$ cat config.mk
export PLATFORM = sky130hd
export DESIGN_NAME = spi_port_ctrl
export DESIGN_NICKNAME = d
export VERILOG_FILES = /design/src/rtl/spi_port_pkg.sv /design/src/rtl/spi_sck_gen.sv /design/src/rtl/spi_pin_sync.sv /design/src/rtl/spi_shifter.sv /design/src/rtl/spi_port_ctrl.sv
export SDC_FILE = /design/constraint.sdc
export NUM_CORES = 1
export LEC_CHECK = 0
export BUFFER_PORTS_ARGS = -buffer_cell sky130_fd_sc_hd__clkbuf_2
export CORE_ASPECT_RATIO = 1.2
export CORE_MARGIN = 2
export CORE_UTILIZATION = 30
export DETAILED_ROUTE_END_ITERATION = 7
export PLACE_DENSITY_LB_ADDON = 0.1
export SYNTH_ARGS = -nofsm -noshare
export SYNTH_HDL_FRONTEND = slang
export SYNTH_SLANG_ARGS = --single-unit
$ cat constraint.sdc
create_clock -name clk -period 5.17 [get_ports clk]
set_input_delay 1.551 -clock clk [delete_from_list [all_inputs] [get_ports clk]]
set_output_delay 1.551 -clock clk [all_outputs]
set_load 0.1 [all_outputs]
$ cat src/rtl/spi_port_pkg.sv
// Package: shared register addresses and the control word layout
// for the serial port controller. Assumes a 2-bit register address.
package spi_port_pkg;

    localparam logic [1:0] ADDR_CTRL   = 2'd0;
    localparam logic [1:0] ADDR_STATUS = 2'd1;
    localparam logic [1:0] ADDR_DATA   = 2'd2;
    localparam logic [1:0] ADDR_DIV    = 2'd3;

    // Control word, bit 0 (en) to bit 3 (cpha)
    typedef struct packed {
        logic cpha;
        logic cpol;
        logic master;
        logic en;
    } ctrl_t;

endpackage

$ cat src/rtl/spi_sck_gen.sv
// Master clock generator: on start it emits 2*BITS serial clock edges,
// each half-period lasting div/2 system clocks (minimum one). It flags
// the odd (lead) and even (trail) edges one cycle ahead, so that they
// act as strobes at the same edge where sck toggles. Assumes div is
// stable during a character.
module spi_sck_gen #(
    parameter int BITS  = 8,
    parameter int DIV_W = 8
) (
    input  logic             clk,
    input  logic             rst_n,
    input  logic             cpol,
    input  logic [DIV_W-1:0] div,
    input  logic             start,
    input  logic             abort,
    output logic             sck,
    output logic             busy,
    output logic             lead,
    output logic             trail
);
    localparam int EDGES  = 2 * BITS;
    localparam int EDGE_W = $clog2(EDGES + 1);

    logic [DIV_W-1:0]  half;
    logic [DIV_W-1:0]  half_cnt;
    logic [EDGE_W-1:0] edge_cnt;
    logic              tick;

    // Half-period length, with the divider floored at 2
    always_comb begin
        half = div >> 1;
        if (half == '0) half = DIV_W'(1);
    end

    assign tick  = busy && (half_cnt >= half - DIV_W'(1));
    assign lead  = tick && !edge_cnt[0];
    assign trail = tick &&  edge_cnt[0];

    // Edge sequencing: idle at cpol, 2*BITS toggles per character
    always_ff @(posedge clk) begin
        if (!rst_n) begin
            sck      <= 1'b0;
            busy     <= 1'b0;
            half_cnt <= '0;
            edge_cnt <= '0;
        end else if (abort || (!busy && !start)) begin
            sck      <= cpol;
            busy     <= 1'b0;
            half_cnt <= '0;
            edge_cnt <= '0;
        end else if (!busy) begin
            sck      <= cpol;
            busy     <= 1'b1;
            half_cnt <= '0;
            edge_cnt <= '0;
        end else if (tick) begin
            half_cnt <= '0;
            sck      <= ~sck;
            edge_cnt <= edge_cnt + EDGE_W'(1);
            if (edge_cnt == EDGE_W'(EDGES - 1)) busy <= 1'b0;
        end else begin
            half_cnt <= half_cnt + DIV_W'(1);
        end
    end

    AST_SCK_IDLE_LEVEL: assert property (@(posedge clk) disable iff (!rst_n)
        (!busy && !$past(busy) && $stable(cpol) && !$past(start)) |-> (sck == cpol));

endmodule

$ cat src/rtl/spi_pin_sync.sv
// Pad input synchroniser for slave operation: clock, select and data
// each pass through STAGES flops. Clock edges are classified as lead
// (leaving the idle level cpol) or trail (returning to it). Assumes
// the external clock is slower than a few system clocks per half-period.
module spi_pin_sync #(
    parameter int STAGES = 2
) (
    input  logic clk,
    input  logic rst_n,
    input  logic cpol,
    input  logic sck_in,
    input  logic sel_n_in,
    input  logic sdi_in,
    output logic sel_n_s,
    output logic sdi_s,
    output logic lead,
    output logic trail
);
    localparam logic [2:0] RST_VAL = 3'b010; // {sck, sel_n, sdi}

    logic [2:0] stage [STAGES];
    logic       sck_prev;
    logic       sck_s;

    for (genvar g = 0; g < STAGES; g++) begin : g_stage
        // One synchroniser rank for the three pad inputs
        always_ff @(posedge clk) begin
            if (!rst_n)      stage[g] <= RST_VAL;
            else if (g == 0) stage[g] <= {sck_in, sel_n_in, sdi_in};
            else             stage[g] <= stage[g-1];
        end
    end

    assign sck_s   = stage[STAGES-1][2];
    assign sel_n_s = stage[STAGES-1][1];
    assign sdi_s   = stage[STAGES-1][0];

    // Previous synchronised clock, used for edge detection
    always_ff @(posedge clk) begin
        if (!rst_n) sck_prev <= 1'b0;
        else        sck_prev <= sck_s;
    end

    assign lead  = (sck_s != sck_prev) && (sck_s != cpol);
    assign trail = (sck_s != sck_prev) && (sck_s == cpol);

endmodule

$ cat src/rtl/spi_shifter.sv
// Character shift core shared by master and slave. The transmit register
// presents its MSB on sdo and moves left on shift. The receive register
// takes sdi on sample. A bit counter marks the first and last samples,
// and word_valid pulses the cycle after the last sample.
// Assumes that load has priority over shift.
module spi_shifter #(
    parameter int W = 8
) (
    input  logic         clk,
    input  logic         rst_n,
    input  logic         clr,
    input  logic         load,
    input  logic [W-1:0] load_data,
    input  logic         shift,
    input  logic         sample,
    input  logic         sdi,
    output logic         sdo,
    output logic [W-1:0] rx_word,
    output logic         first,
    output logic         last,
    output logic         word_valid
);
    localparam int CNT_W = $clog2(W);

    logic [W-1:0]     tx_sh;
    logic [CNT_W-1:0] bit_cnt;

    assign sdo   = tx_sh[W-1];
    assign first = (bit_cnt == '0);
    assign last  = (bit_cnt == CNT_W'(W - 1));

    // Transmit register: parallel load or shift left
    always_ff @(posedge clk) begin
        if (!rst_n)     tx_sh <= '0;
        else if (load)  tx_sh <= load_data;
        else if (shift) tx_sh <= {tx_sh[W-2:0], 1'b0};
    end

    // Receive register, bit counter and end-of-word pulse
    always_ff @(posedge clk) begin
        if (!rst_n) begin
            rx_word    <= '0;
            bit_cnt    <= '0;
            word_valid <= 1'b0;
        end else if (clr) begin
            bit_cnt    <= '0;
            word_valid <= 1'b0;
        end else begin
            word_valid <= sample && last;
            if (sample) begin
                rx_word <= {rx_word[W-2:0], sdi};
                bit_cnt <= last ? '0 : bit_cnt + CNT_W'(1);
            end
        end
    end

endmodule

$ cat src/rtl/spi_port_ctrl.sv
// Serial peripheral controller, master or slave, with mode-fault detection.
// It holds the registers, chooses the shift strobes for the mode and phase
// in use, and drives the pad enables. Assumes that in slave mode the
// external clock half-period spans at least STAGES+2 system clocks.
module spi_port_ctrl
    import spi_port_pkg::*;
#(
    parameter int CHAR_BITS   = 8,
    parameter int SYNC_STAGES = 2
) (
    input  logic                 clk,
    input  logic                 rst_n,
    input  logic [1:0]           reg_addr,
    input  logic                 reg_wr,
    input  logic                 reg_rd,
    input  logic [CHAR_BITS-1:0] reg_wdata,
    output logic [CHAR_BITS-1:0] reg_rdata,
    input  logic                 sck_in,
    output logic                 sck_out,
    output logic                 sck_oe,
    input  logic                 mosi_in,
    output logic                 mosi_out,
    output logic                 mosi_oe,
    input  logic                 miso_in,
    output logic                 miso_out,
    output logic                 miso_oe,
    input  logic                 sel_n_in
);
    localparam int ST_DONE  = CHAR_BITS - 1;
    localparam int ST_FAULT = CHAR_BITS - 2;
    localparam int ST_BUSY  = CHAR_BITS - 3;

    ctrl_t                ctrl;
    logic [CHAR_BITS-1:0] div_q, tx_hold, rx_q;
    logic                 done_q, fault_q, fault_armed, slave_hold;
    logic                 is_master, is_slave, fault_now;
    logic                 wr_ctrl, wr_data, wr_div, rd_status, rd_data;
    logic                 start, busy, m_lead, m_trail;
    logic                 sel_n_s, mosi_s, s_lead, s_trail, s_active;
    logic                 sh_clr, sh_load, sh_shift, sh_sample, sh_sdi;
    logic                 sh_sdo, sh_first, sh_last, word_valid;
    logic [CHAR_BITS-1:0] sh_load_data, rx_word;

    assign is_master = ctrl.en && ctrl.master;
    assign is_slave  = ctrl.en && !ctrl.master;
    assign fault_now = is_master && !sel_n_s;

    assign wr_ctrl   = reg_wr && (reg_addr == ADDR_CTRL);
    assign wr_data   = reg_wr && (reg_addr == ADDR_DATA);
    assign wr_div    = reg_wr && (reg_addr == ADDR_DIV);
    assign rd_status = reg_rd && (reg_addr == ADDR_STATUS);
    assign rd_data   = reg_rd && (reg_addr == ADDR_DATA);

    assign start = wr_data && is_master && !busy && !fault_now;

    spi_sck_gen #(.BITS(CHAR_BITS), .DIV_W(CHAR_BITS)) u_sck_gen (
        .clk   (clk),
        .rst_n (rst_n),
        .cpol  (ctrl.cpol),
        .div   (div_q),
        .start (start),
        .abort (fault_now || !is_master),
        .sck   (sck_out),
        .busy  (busy),
        .lead  (m_lead),
        .trail (m_trail)
    );

    spi_pin_sync #(.STAGES(SYNC_STAGES)) u_pin_sync (
        .clk      (clk),
        .rst_n    (rst_n),
        .cpol     (ctrl.cpol),
        .sck_in   (sck_in),
        .sel_n_in (sel_n_in),
        .sdi_in   (mosi_in),
        .sel_n_s  (sel_n_s),
        .sdi_s    (mosi_s),
        .lead     (s_lead),
        .trail    (s_trail)
    );

    // Strobe selection: the phase picks which edge samples and which shifts
    always_comb begin
        s_active = is_slave && !sel_n_s && !slave_hold;
        if (is_master) begin
            sh_sample = ctrl.cpha ? m_trail : m_lead;
            sh_shift  = ctrl.cpha ? (m_lead && !sh_first) : m_trail;
            sh_sdi    = miso_in;
        end else begin
            sh_sample = s_active && (ctrl.cpha ? s_trail : s_lead);
            sh_shift  = s_active && (ctrl.cpha ? (s_lead && !sh_first) : s_trail);
            sh_sdi    = mosi_s;
        end
        sh_clr       = start || !ctrl.en || fault_now || (is_slave && sel_n_s);
        sh_load      = start || (is_slave && sel_n_s) ||
                       (is_slave && ctrl.cpha && sh_sample && sh_last);
        sh_load_data = start ? reg_wdata : tx_hold;
    end

    spi_shifter #(.W(CHAR_BITS)) u_shifter (
        .clk        (clk),
        .rst_n      (rst_n),
        .clr        (sh_clr),
        .load       (sh_load),
        .load_data  (sh_load_data),
        .shift      (sh_shift),
        .sample     (sh_sample),
        .sdi        (sh_sdi),
        .sdo        (sh_sdo),
        .rx_word    (rx_word),
        .first      (sh_first),
        .last       (sh_last),
        .word_valid (word_valid)
    );

    // Control register; a mode fault forces the master bit low
    always_ff @(posedge clk) begin
        if (!rst_n) begin
            ctrl <= '0;
        end else begin
            if (wr_ctrl)   ctrl <= ctrl_t'(reg_wdata[3:0]);
            if (fault_now) ctrl.master <= 1'b0;
        end
    end

    // Fault flag: set by the select pin, cleared by a status read then a control write
    always_ff @(posedge clk) begin
        if (!rst_n) begin
            fault_q     <= 1'b0;
            fault_armed <= 1'b0;
        end else begin
            if (fault_now) begin
                fault_q     <= 1'b1;
                fault_armed <= 1'b0;
            end else if (wr_ctrl) begin
                if (fault_armed) fault_q <= 1'b0;
                fault_armed <= 1'b0;
            end else if (rd_status && fault_q) begin
                fault_armed <= 1'b1;
            end
        end
    end

    // Transmit holding byte and divider
    always_ff @(posedge clk) begin
        if (!rst_n) begin
            tx_hold <= '0;
            div_q   <= '0;
        end else begin
            if (wr_data) tx_hold <= reg_wdata;
            if (wr_div)  div_q   <= reg_wdata;
        end
    end

    // Received byte and done flag
    always_ff @(posedge clk) begin
        if (!rst_n) begin
            rx_q   <= '0;
            done_q <= 1'b0;
        end else if (word_valid) begin
            rx_q   <= rx_word;
            done_q <= 1'b1;
        end else if (rd_data) begin
            done_q <= 1'b0;
        end
    end

    // Phase-0 slave: block further edges after a full character until deselect
    always_ff @(posedge clk) begin
        if (!rst_n)                                            slave_hold <= 1'b0;
        else if (sel_n_s || !is_slave)                         slave_hold <= 1'b0;
        else if (!ctrl.cpha && s_active && sh_sample && sh_last) slave_hold <= 1'b1;
    end

    // Pad drive and enables
    assign mosi_out = sh_sdo;
    assign miso_out = sh_sdo;
    assign sck_oe   = is_master;
    assign mosi_oe  = is_master;
    assign miso_oe  = is_slave && !sel_n_in;

    // Register read mux
    always_comb begin
        reg_rdata = '0;
        case (reg_addr)
            ADDR_CTRL:   reg_rdata[3:0] = ctrl;
            ADDR_STATUS: begin
                reg_rdata[ST_DONE]  = done_q;
                reg_rdata[ST_FAULT] = fault_q;
                reg_rdata[ST_BUSY]  = busy;
            end
            ADDR_DATA:   reg_rdata = rx_q;
            default:     reg_rdata = div_q;
        endcase
    end

    AST_NO_PIN_CONTENTION: assert property (@(posedge clk) disable iff (!rst_n)
        miso_oe |-> (!mosi_oe && !sck_oe));
    AST_DESELECT_HIZ: assert property (@(posedge clk) disable iff (!rst_n)
        sel_n_in |-> !miso_oe);
    AST_FAULT_DROPS_DRIVE: assert property (@(posedge clk) disable iff (!rst_n)
        $rose(fault_q) |-> (!sck_oe && !mosi_oe && !busy));
    AST_DONE_AFTER_WORD: assert property (@(posedge clk) disable iff (!rst_n)
        $rose(done_q) |-> $past(word_valid));

endmodule

==> results of run 1 <==
power groups by stage:
stage	combinational (mW)	sequential (mW)	clock, mW
floorplan	0.0879	0.601	0
global placement	0.115	0.603	0
detailed placement	0.116	0.603	0
CTS	0.117	0.590	0.640
global route	0.127	0.591	0.669
finish	0.115	0.590	0.619
layout make-up:
cell class	instances	share of cell area, %
Multi-Input combinational cell	274	48.58
Clock buffer	9	5.316
Inverter	8	0.7088
Tap cell	161	4.755
Timing Repair Buffer	33	4.017
Clock inverter	7	1.654
Sequential cell	74	34.97
worst register-to-register path, delay by kind of cell (launching register included):
kind                     cells  cell delay (ps)
flip-flops                   1              480
XOR/XNOR                     1              160
multiplexers                 1              200
AND/OR/NAND/NOR              4              680
AO/OA/AOI/OAI                3             1300
adder cells (fa/ha/maj)      2              570
layer usage:
metal	share of wire [%]	track usage (%)
met5	0	0
met4	2.7	6.824
met3	3.0	2.920
met2	47	21.35
met1	48	17.37
cells in the mapped netlist (all sizes together) (2+ instances only):
library cell	n
nand3b	3
nor2b	30
nor2	25
a311oi	3
nand2b	6
nor3	2
a21oi	15
nand4	2
clkbuf	11
and2	6
ha	15
xnor2	7
o21ai	9
dfxtp	74
mux2	15
a22o	7
nand2	31
xor2	10
o21a	3
nor3b	2
or2	2
a31oi	3
and3	7
buf	8
mux2i	47
inv	8
nand3	10
a21boi	3
state kept, by name, indices dropped and copies added (netlist names), 3 cells and up:
register and flops:
ctrl 4, div_q 8, rx_q 8, tx_hold 8, u_pin_sync.stage 6, u_sck_gen.edge_cnt 5
u_sck_gen.half_cnt 8, u_shifter.bit_cnt 3, u_shifter.rx_word 8, u_shifter.tx_sh 8
path summary, 6_finish.rpt:
kind	to	slack [ps]	depth (start not counted)	start
max reg2reg	u_shifter.rx_word[2]$_SDFFE_PN0P_	1720	11	div_q[3]$_SDFFE_PN0P_
min	u_pin_sync.stage[1][1]$_SDFF_PN1_	410	1	u_pin_sync.stage[0][1]$_SDFF_PN1_
max	reg_rdata[6]	800	4	reg_addr[0]
min reg2reg	u_pin_sync.stage[1][1]$_SDFF_PN1_	410	1	u_pin_sync.stage[0][1]$_SDFF_PN1_
cell families after synthesis:
| logic type | count (synthesis) |
|---|---|
| flip-flops | 74 |
| adder cells (fa/ha/maj) | 15 |
| AND/OR/NAND/NOR | 130 |
| AO/OA/AOI/OAI | 49 |
| XOR/XNOR | 17 |
| other | 1 |
| multiplexers | 62 |
| buffers and inverters | 27 |
per-stage QoR:
stage,total power [mW],cells
after global placement,0.7172,550
after detailed placement,0.7188,550
after floorplan,0.6886,375
after global routing,1.387,566
after CTS,1.347,566
final,1.323,566
==> metrics.csv, run 1 <==
metric;value;unit
gp_congestion;0.7499;
hold_class;reg -> reg;
cts_tree;built;
synth.ff_latch_count;74;
muxShareOfSynthArea;17.43;%
synth.distinct_cells;47;
postCtsSetupRepairBufs;0;
path_clk_slew;60;ps
rsz0062_at_grt;false;
crit_required;3620;ps
critPathMaxFanout;13;
h-tree-depth;3;
crit_family;buffers and inverters;
synth_simple_gate_area_share;18.93;%
vias;2670;
antenna_found_initial;0;
grt_max_degree;59;
max_freq;0.2287;GHz
clockRootBuffer;clkbuf_16;
rows;44;
endpoint_kind;output pin;
synth_compound_area_share;10.47;%
stdcell_area;4237;um2
final_util;35.30;%
seq_area_frac_synth;40.38;%
grt_pass1_wl;13.93;mm
area_delta_synth_final;15.48;%
antenna_cells;0;
vdd_drop_max;0.1104;mV
drc;0;
finalCritPeriodShare;84.57;%
p_per_area;312.4;nW/um2
switching_power;0.3237;mW
synth-xor-area-share;4.059;%
die_x;104.9;um
placed_area;3941;um2
core-area;12000;um2
layout_min_cycle_time;4372;ps
crit_buf_inv;2;
yosysWarnings;0;
detail-route-antenna-nets;0;
hold_viol;0;
syn-cell-area;3669;um2
critical_path.slowest_cell;clkbuf_2;
crit_path_cell_trace;clkbuf_2 -> nor2b_1 -> a22o_1 -> clkbuf_2;
synth_top_family_by_area;simple AND/OR/NAND/NOR gates;
slowest_delay;450;ps
routed_wl;8.282;mm
boundaryPins;32;
setup_tns;0;ps
io_buffers;31;
cap_violations;0;
synth_adder_area_share;5.116;%
cts_hold_buffers;0;
avgSynthCellArea;9.783;um2
nNetsFinal;433;
vias_per_cell;4.717;
dp_hpwl;6.004;mm
grt-ovfl-total;0;
crit_top_cell;clkbuf_2;
clkPwrFrac;46.8;%
cts_buffers;9;
preCtsSetupSlack;807.2;ps
report.final.slew_viol_count;0;
first_pass_iters;4;
power_frac_seq;44.6;%
whs;413.1;ps
synth_top_area_share;40.38;%
cts_buffer_depth;2;
synth_flop_cell;dfxtp_1;
p_comb_share;8.7;%
dieArea;13130;um2
final_common_cell;dfxtp_1;
worst_pin_slew;832.4;ps
wl_per_cell;14.63;um
status;finished clean;
slew_headroom;44.34;%
setup_viol;0;
p_sw_share;24.46;%
most-common-layout-cells;dfxtp_1, mux2i_1, nand2_1, clkbuf_2, nor2b_1;
grt.total_usage;13.53;%
cts_sinks;74;
die_y;125.1;um
yosysTopAreaCell;dfxtp_1;
critical_path_class;in -> out;
cts-resized-gates;0;
syn_inst;375;
cp-start-kind;input port;
multi_input_area;2058;um2
ys_top_cells_by_area;dfxtp_1, mux2i_1, ha_1;
p_leak;1.704;nW
finalClockSkew;6.128;ps
cp.arrival;2820;ps
synth_edf_count;0;
drtIter0Drc;52;
num-fill-cells;1300;
regArea;1481;um2
p_int;0.9996;mW
synthArstFlopShare;0;%
layout-drive-gt1-share;18.27;%
fin_ws;797.6;ps
synthesis.nets;408;
grt_pass1_vias;2624;
clk_latency;330;ps
start_util;30.57;%
Note: power is estimated with default switching activity, not from simulation.
==> inputs of run 2 (changes only) <==
==> constraint.sdc (replaced) <==
create_clock -name clk -period 4.3 [get_ports clk]
set_input_delay 1.29 -clock clk [delete_from_list [all_inputs] [get_ports clk]]
set_output_delay 1.29 -clock clk [all_outputs]
set_load 0.1 [all_outputs]
==> run 2 against run 1 <==
Clock power up 33%. Clock skew is 3.5 ps higher. Register-to-register slack got worse by 860 ps. Non-clock buffer count is 1 higher. Hold slack gained 1.6 ps. Largest cell class unchanged.
==> metrics.csv, run 2 (synthesized netlist as in run 1, its figures left out) <==
metric;value;unit
grt_pass1_wl;13.80;mm
slew_headroom;56.98;%
whs;414.7;ps
vias;2609;
detail-route-antenna-nets;0;
crit_top_cell;clkbuf_2;
setup_viol;0;
die_y;125.1;um
cts-resized-gates;0;
r2r-start;div_q[3]$_SDFFE_PN0P_;
io_buffers;31;
core-area;12000;um2
critPathMaxFanout;13;
cp-start-kind;input port;
crit_path_cell_trace;clkbuf_2 -> nor2_1 -> a22o_1 -> clkbuf_2;
first_pass_iters;4;
cp.arrival;2530;ps
dieArea;13130;um2
wl_per_cell;14.67;um
endpoint_kind;output pin;
preCtsSetupSlack;476.5;ps
grt_max_degree;59;
clockRootBuffer;clkbuf_16;
area_delta_synth_final;16.68;%
cts_buffers;9;
rsz0062_at_grt;false;
critical_path_class;in -> out;
worst_pin_slew;644.4;ps
grt-ovfl-total;0;
clk_latency;340;ps
hold_viol;0;
die_x;104.9;um
report.final.slew_viol_count;0;
vdd_drop_max;0.1360;mV
finalClockSkew;9.583;ps
drtIter0Drc;60;
rows;44;
crit_required;3010;ps
max_freq;0.2618;GHz
hp-start;u_pin_sync.stage[0][1]$_SDFF_PN1_;
postCtsSetupRepairBufs;0;
h-tree-depth;3;
gp_congestion;0.7385;
most-common-layout-cells;dfxtp_1, mux2i_1, nand2_1, clkbuf_2, nor2b_1;
status;finished clean;
grt.total_usage;13.57;%
setup_tns;0;ps
routed_wl;8.317;mm
layout-drive-gt1-share;18.72;%
hold_class;reg -> reg;
slowest_delay;450;ps
dp_hpwl;6.032;mm
boundaryPins;32;
start_util;30.57;%
crit_family;buffers and inverters;
fin_ws;480.1;ps
regArea;1481;um2
drc;0;
min_to;u_pin_sync.stage[1][1]$_SDFF_PN1_;
path_clk_slew;60;ps
grt_pass1_vias;2637;
antenna_cells;0;
cts_buffer_depth;2;
p_per_area;390.0;nW/um2
timing.rr.end;u_shifter.rx_word[4]$_SDFFE_PN0P_;
cts_hold_buffers;0;
final_common_cell;dfxtp_1;
antenna_found_initial;0;
critical_path.slowest_cell;clkbuf_2;
crit_buf_inv;2;
cts_sinks;74;
hold_path_depth;1;
reg2reg_depth;11;
nNetsFinal;434;
vias_per_cell;4.601;
p_leak;1.722;nW
finalCritPeriodShare;88.83;%
layout_min_cycle_time;3820;ps
rrSetupSlack;860;ps
cts_tree;built;
cap_violations;0;
multi_input_area;2061;um2
num-fill-cells;1284;
==> run 2: area by class of cell <==
class	count	share of cell area [%]
repair buffers	34	4.151
flip-flops and latches	74	34.61
well taps	161	4.706
inverters	8	0.7015
clock buffers	10	5.583
clock inverters	6	2.105
multi-input cells	274	48.14
==> run 2: worst max path at each step <==
stage / from / to / slack [ps] / depth (start not counted)
6_report: reg_addr[0] / reg_rdata[0] / 480 / 4
5_1_grt: reg_addr[0] / reg_rdata[0] / 400 / 4
4_1_cts: reg_addr[0] / reg_rdata[6] / 480 / 4
3_5_place_dp: reg_addr[0] / reg_rdata[0] / 480 / 4
3_3_place_gp: reg_addr[0] / reg_rdata[5] / 550 / 4
2_1_floorplan: reg_addr[0] / reg_rdata[5] / 350 / 3
==> run 2: metrics by stage <==
stage                     std cells  power [mW]  util, %  area [um2]
final                           567       1.670    35.67        4280
after global routing            567       1.747    35.67        4280
after CTS                       567       1.697    35.67        4280
after detailed placement        551      0.8651    32.92        3951
after global placement          551      0.8625    32.92        3951
after floorplan                 375      0.8280        -        3671
==> run 2: metal layers <==
metal,up-vias,track usage (%),routed length (um)
li1,1356,-,-
met1,1212,17.68,4102
met2,32,21.47,3822
met3,9,2.920,252
met4,0,6.118,139
met5,-,0,0
==> run 2: report_power, final <==
| part | internal (mW) | switching, mW |
|---|---|---|
| Combinational | 0.0572 | 0.0814 |
| Clock | 0.525 | 0.297 |
| Sequential | 0.697 | 0.0118 |
==> inputs of run 3 (changes only) <==
==> constraint.sdc (replaced) <==
create_clock -name clk -period 4.3 [get_ports clk]
set_input_delay 0.86 -clock clk [delete_from_list [all_inputs] [get_ports clk]]
set_output_delay 0.86 -clock clk [all_outputs]
set_load 0.1 [all_outputs]
==> run 3 against run 2 <==
Core utilization is 0.28 points lower. Cell count stayed put. Worst setup slack better by 510 ps. Clock power is 7.9% lower. Combinational power hardly changed. Final area is 0.79% lower. Fmax is 15% higher. Critical endpoint is now u_shifter.rx_word[6]$_SDFFE_PN0P_. Largest power group unchanged.
==> metrics.csv, run 3 (synthesized netlist as in run 1, its figures left out) <==
metric;value;unit
status;finished clean;
report.final.slew_viol_count;0;
p_leak;1.706;nW
placed_area;3949;um2
nNetsFinal;434;
crit_buf_inv;0;
hold_path_depth;1;
preCtsSetupSlack;993.7;ps
crit_path_cell_trace;nor4_1 -> a21oi_1 -> ha_1 -> nand2_1 -> xor2_1 -> ha_1 -> nand4_1 -> o31ai_4 -> a41o_4 -> and3_4 -> mux2i_1;
finalCritPeriodShare;76.93;%
grt-ovfl-total;0;
grt.total_usage;13.75;%
slew_headroom;55.37;%
grt_pass1_wl;13.98;mm
critPathMaxFanout;10;
routed_wl;8.493;mm
setup_viol;0;
p_comb_share;8.8;%
hp-start;u_pin_sync.stage[0][1]$_SDFF_PN1_;
clkPwrFrac;47.1;%
drc;0;
rows;44;
endpoint_kind;flip-flop;
detail-route-antenna-nets;0;
p_per_area;378.1;nW/um2
cts_tree;built;
cts_buffers;9;
switching_power;0.3852;mW
timing.rr.end;u_shifter.rx_word[6]$_SDFFE_PN0P_;
io_buffers;31;
dp_hpwl;6.151;mm
vdd_drop_max;0.1910;mV
reg2reg_depth;11;
fin_ws;992.0;ps
rsz0062_at_grt;false;
boundaryPins;32;
start_util;30.57;%
vias_per_cell;4.610;
gp_congestion;0.7681;
critical_path_class;reg -> reg;
wl_per_cell;14.98;um
cts_hold_buffers;0;
core-area;12000;um2
hold_viol;0;
finalClockSkew;7.183;ps
antenna_cells;0;
cts_buffer_depth;2;
crit_required;4560;ps
crit_top_cell;ha_1;
layout-drive-gt1-share;17.98;%
h-tree-depth;3;
drtIter0Drc;92;
clk_latency;330;ps
path_clk_slew;60;ps
cp.arrival;3570;ps
die_x;104.9;um
first_pass_iters;4;
min_to;u_pin_sync.stage[1][1]$_SDFF_PN1_;
grt_pass1_vias;2646;
postCtsSetupRepairBufs;0;
final_common_cell;dfxtp_1;
worst_pin_slew;667.7;ps
power_frac_seq;44.1;%
r2r-start;div_q[3]$_SDFFE_PN0P_;
layout_min_cycle_time;3308;ps
setup_tns;0;ps
slowest_delay;550;ps
critical_path.slowest_cell;o31ai_4;
antenna_found_initial;0;
crit_family;compound AO/OA/AOI/OAI gates;
vias;2614;
most-common-layout-cells;dfxtp_1, mux2i_1, nand2_1, clkbuf_2, nor2b_1;
cts_sinks;74;
stdcell_area;4247;um2
rrSetupSlack;990;ps
max_freq;0.3023;GHz
area_delta_synth_final;15.76;%
dieArea;13130;um2
clockRootBuffer;clkbuf_16;
cp-start-kind;flip-flop;
cts-resized-gates;0;
die_y;125.1;um
grt_max_degree;59;
cap_violations;0;
p_int;1.221;mW
p_sw_share;23.99;%
total_power;1.606;mW
hold_class;reg -> reg;
==> run 3: changes by cell type in the layout (fill, tap and decap cells not counted) <==
cell	delta
nor2b_2	-1
clkbuf_1	+2
nor2b_1	+1
bufinv_16	-1
clkinv_4	-1
==> run 3: worst max path at each step <==
stage / slack (ps) / cells after the start / endpoint / start
after floorplan: 810 / 3 / reg_rdata[4] / reg_addr[0]
after global placement: 1110 / 11 / u_shifter.rx_word[6]$_SDFFE_PN0P_ / div_q[3]$_SDFFE_PN0P_
after detailed placement: 990 / 11 / u_shifter.rx_word[6]$_SDFFE_PN0P_ / div_q[3]$_SDFFE_PN0P_
after CTS: 960 / 11 / u_shifter.rx_word[6]$_SDFFE_PN0P_ / div_q[3]$_SDFFE_PN0P_
after global routing: 760 / 11 / u_shifter.rx_word[6]$_SDFFE_PN0P_ / div_q[3]$_SDFFE_PN0P_
final: 990 / 11 / u_shifter.rx_word[6]$_SDFFE_PN0P_ / div_q[3]$_SDFFE_PN0P_
==> run 3: layout make-up <==
| cell class | count | area [um2] |
|---|---|---|
| fill | 1282 | 7755 |
| multi-input combinational | 274 | 2058 |
| sequential | 74 | 1481 |
| clock buffer | 12 | 246.5 |
| tap | 161 | 201.4 |
| timing repair buffer | 34 | 177.7 |
| clock inverter | 4 | 51.30 |
| inverter | 8 | 30.03 |
==> run 3: through the flow <==
step	hold slack, ps	utilization [%]	cells
floorplan	386.3	-	375
global placement	391.4	32.90	551
detailed placement	402.4	32.90	551
CTS	416.7	35.38	567
global route	434.1	35.38	567
finish	414.0	35.38	567
==> run 3: power by group through the flow <==
stage | Combinational, mW | Clock (mW) | Sequential [mW]
finish | 0.141 | 0.757 | 0.708
detailed placement | 0.142 | 0 | 0.724
floorplan | 0.106 | 0 | 0.722
global route | 0.154 | 0.820 | 0.710
global placement | 0.141 | 0 | 0.723
CTS | 0.143 | 0.784 | 0.708
==> run 3: metal layers <==
metal  vias up  global-route usage (%)  routed length (um)
met2        34                   22.27                3971
met1      1215                   17.77                4168
met3        10                   3.024                 210
li1       1355                       -                   -
met5         -                       0                   0
met4         0                   5.412                 143
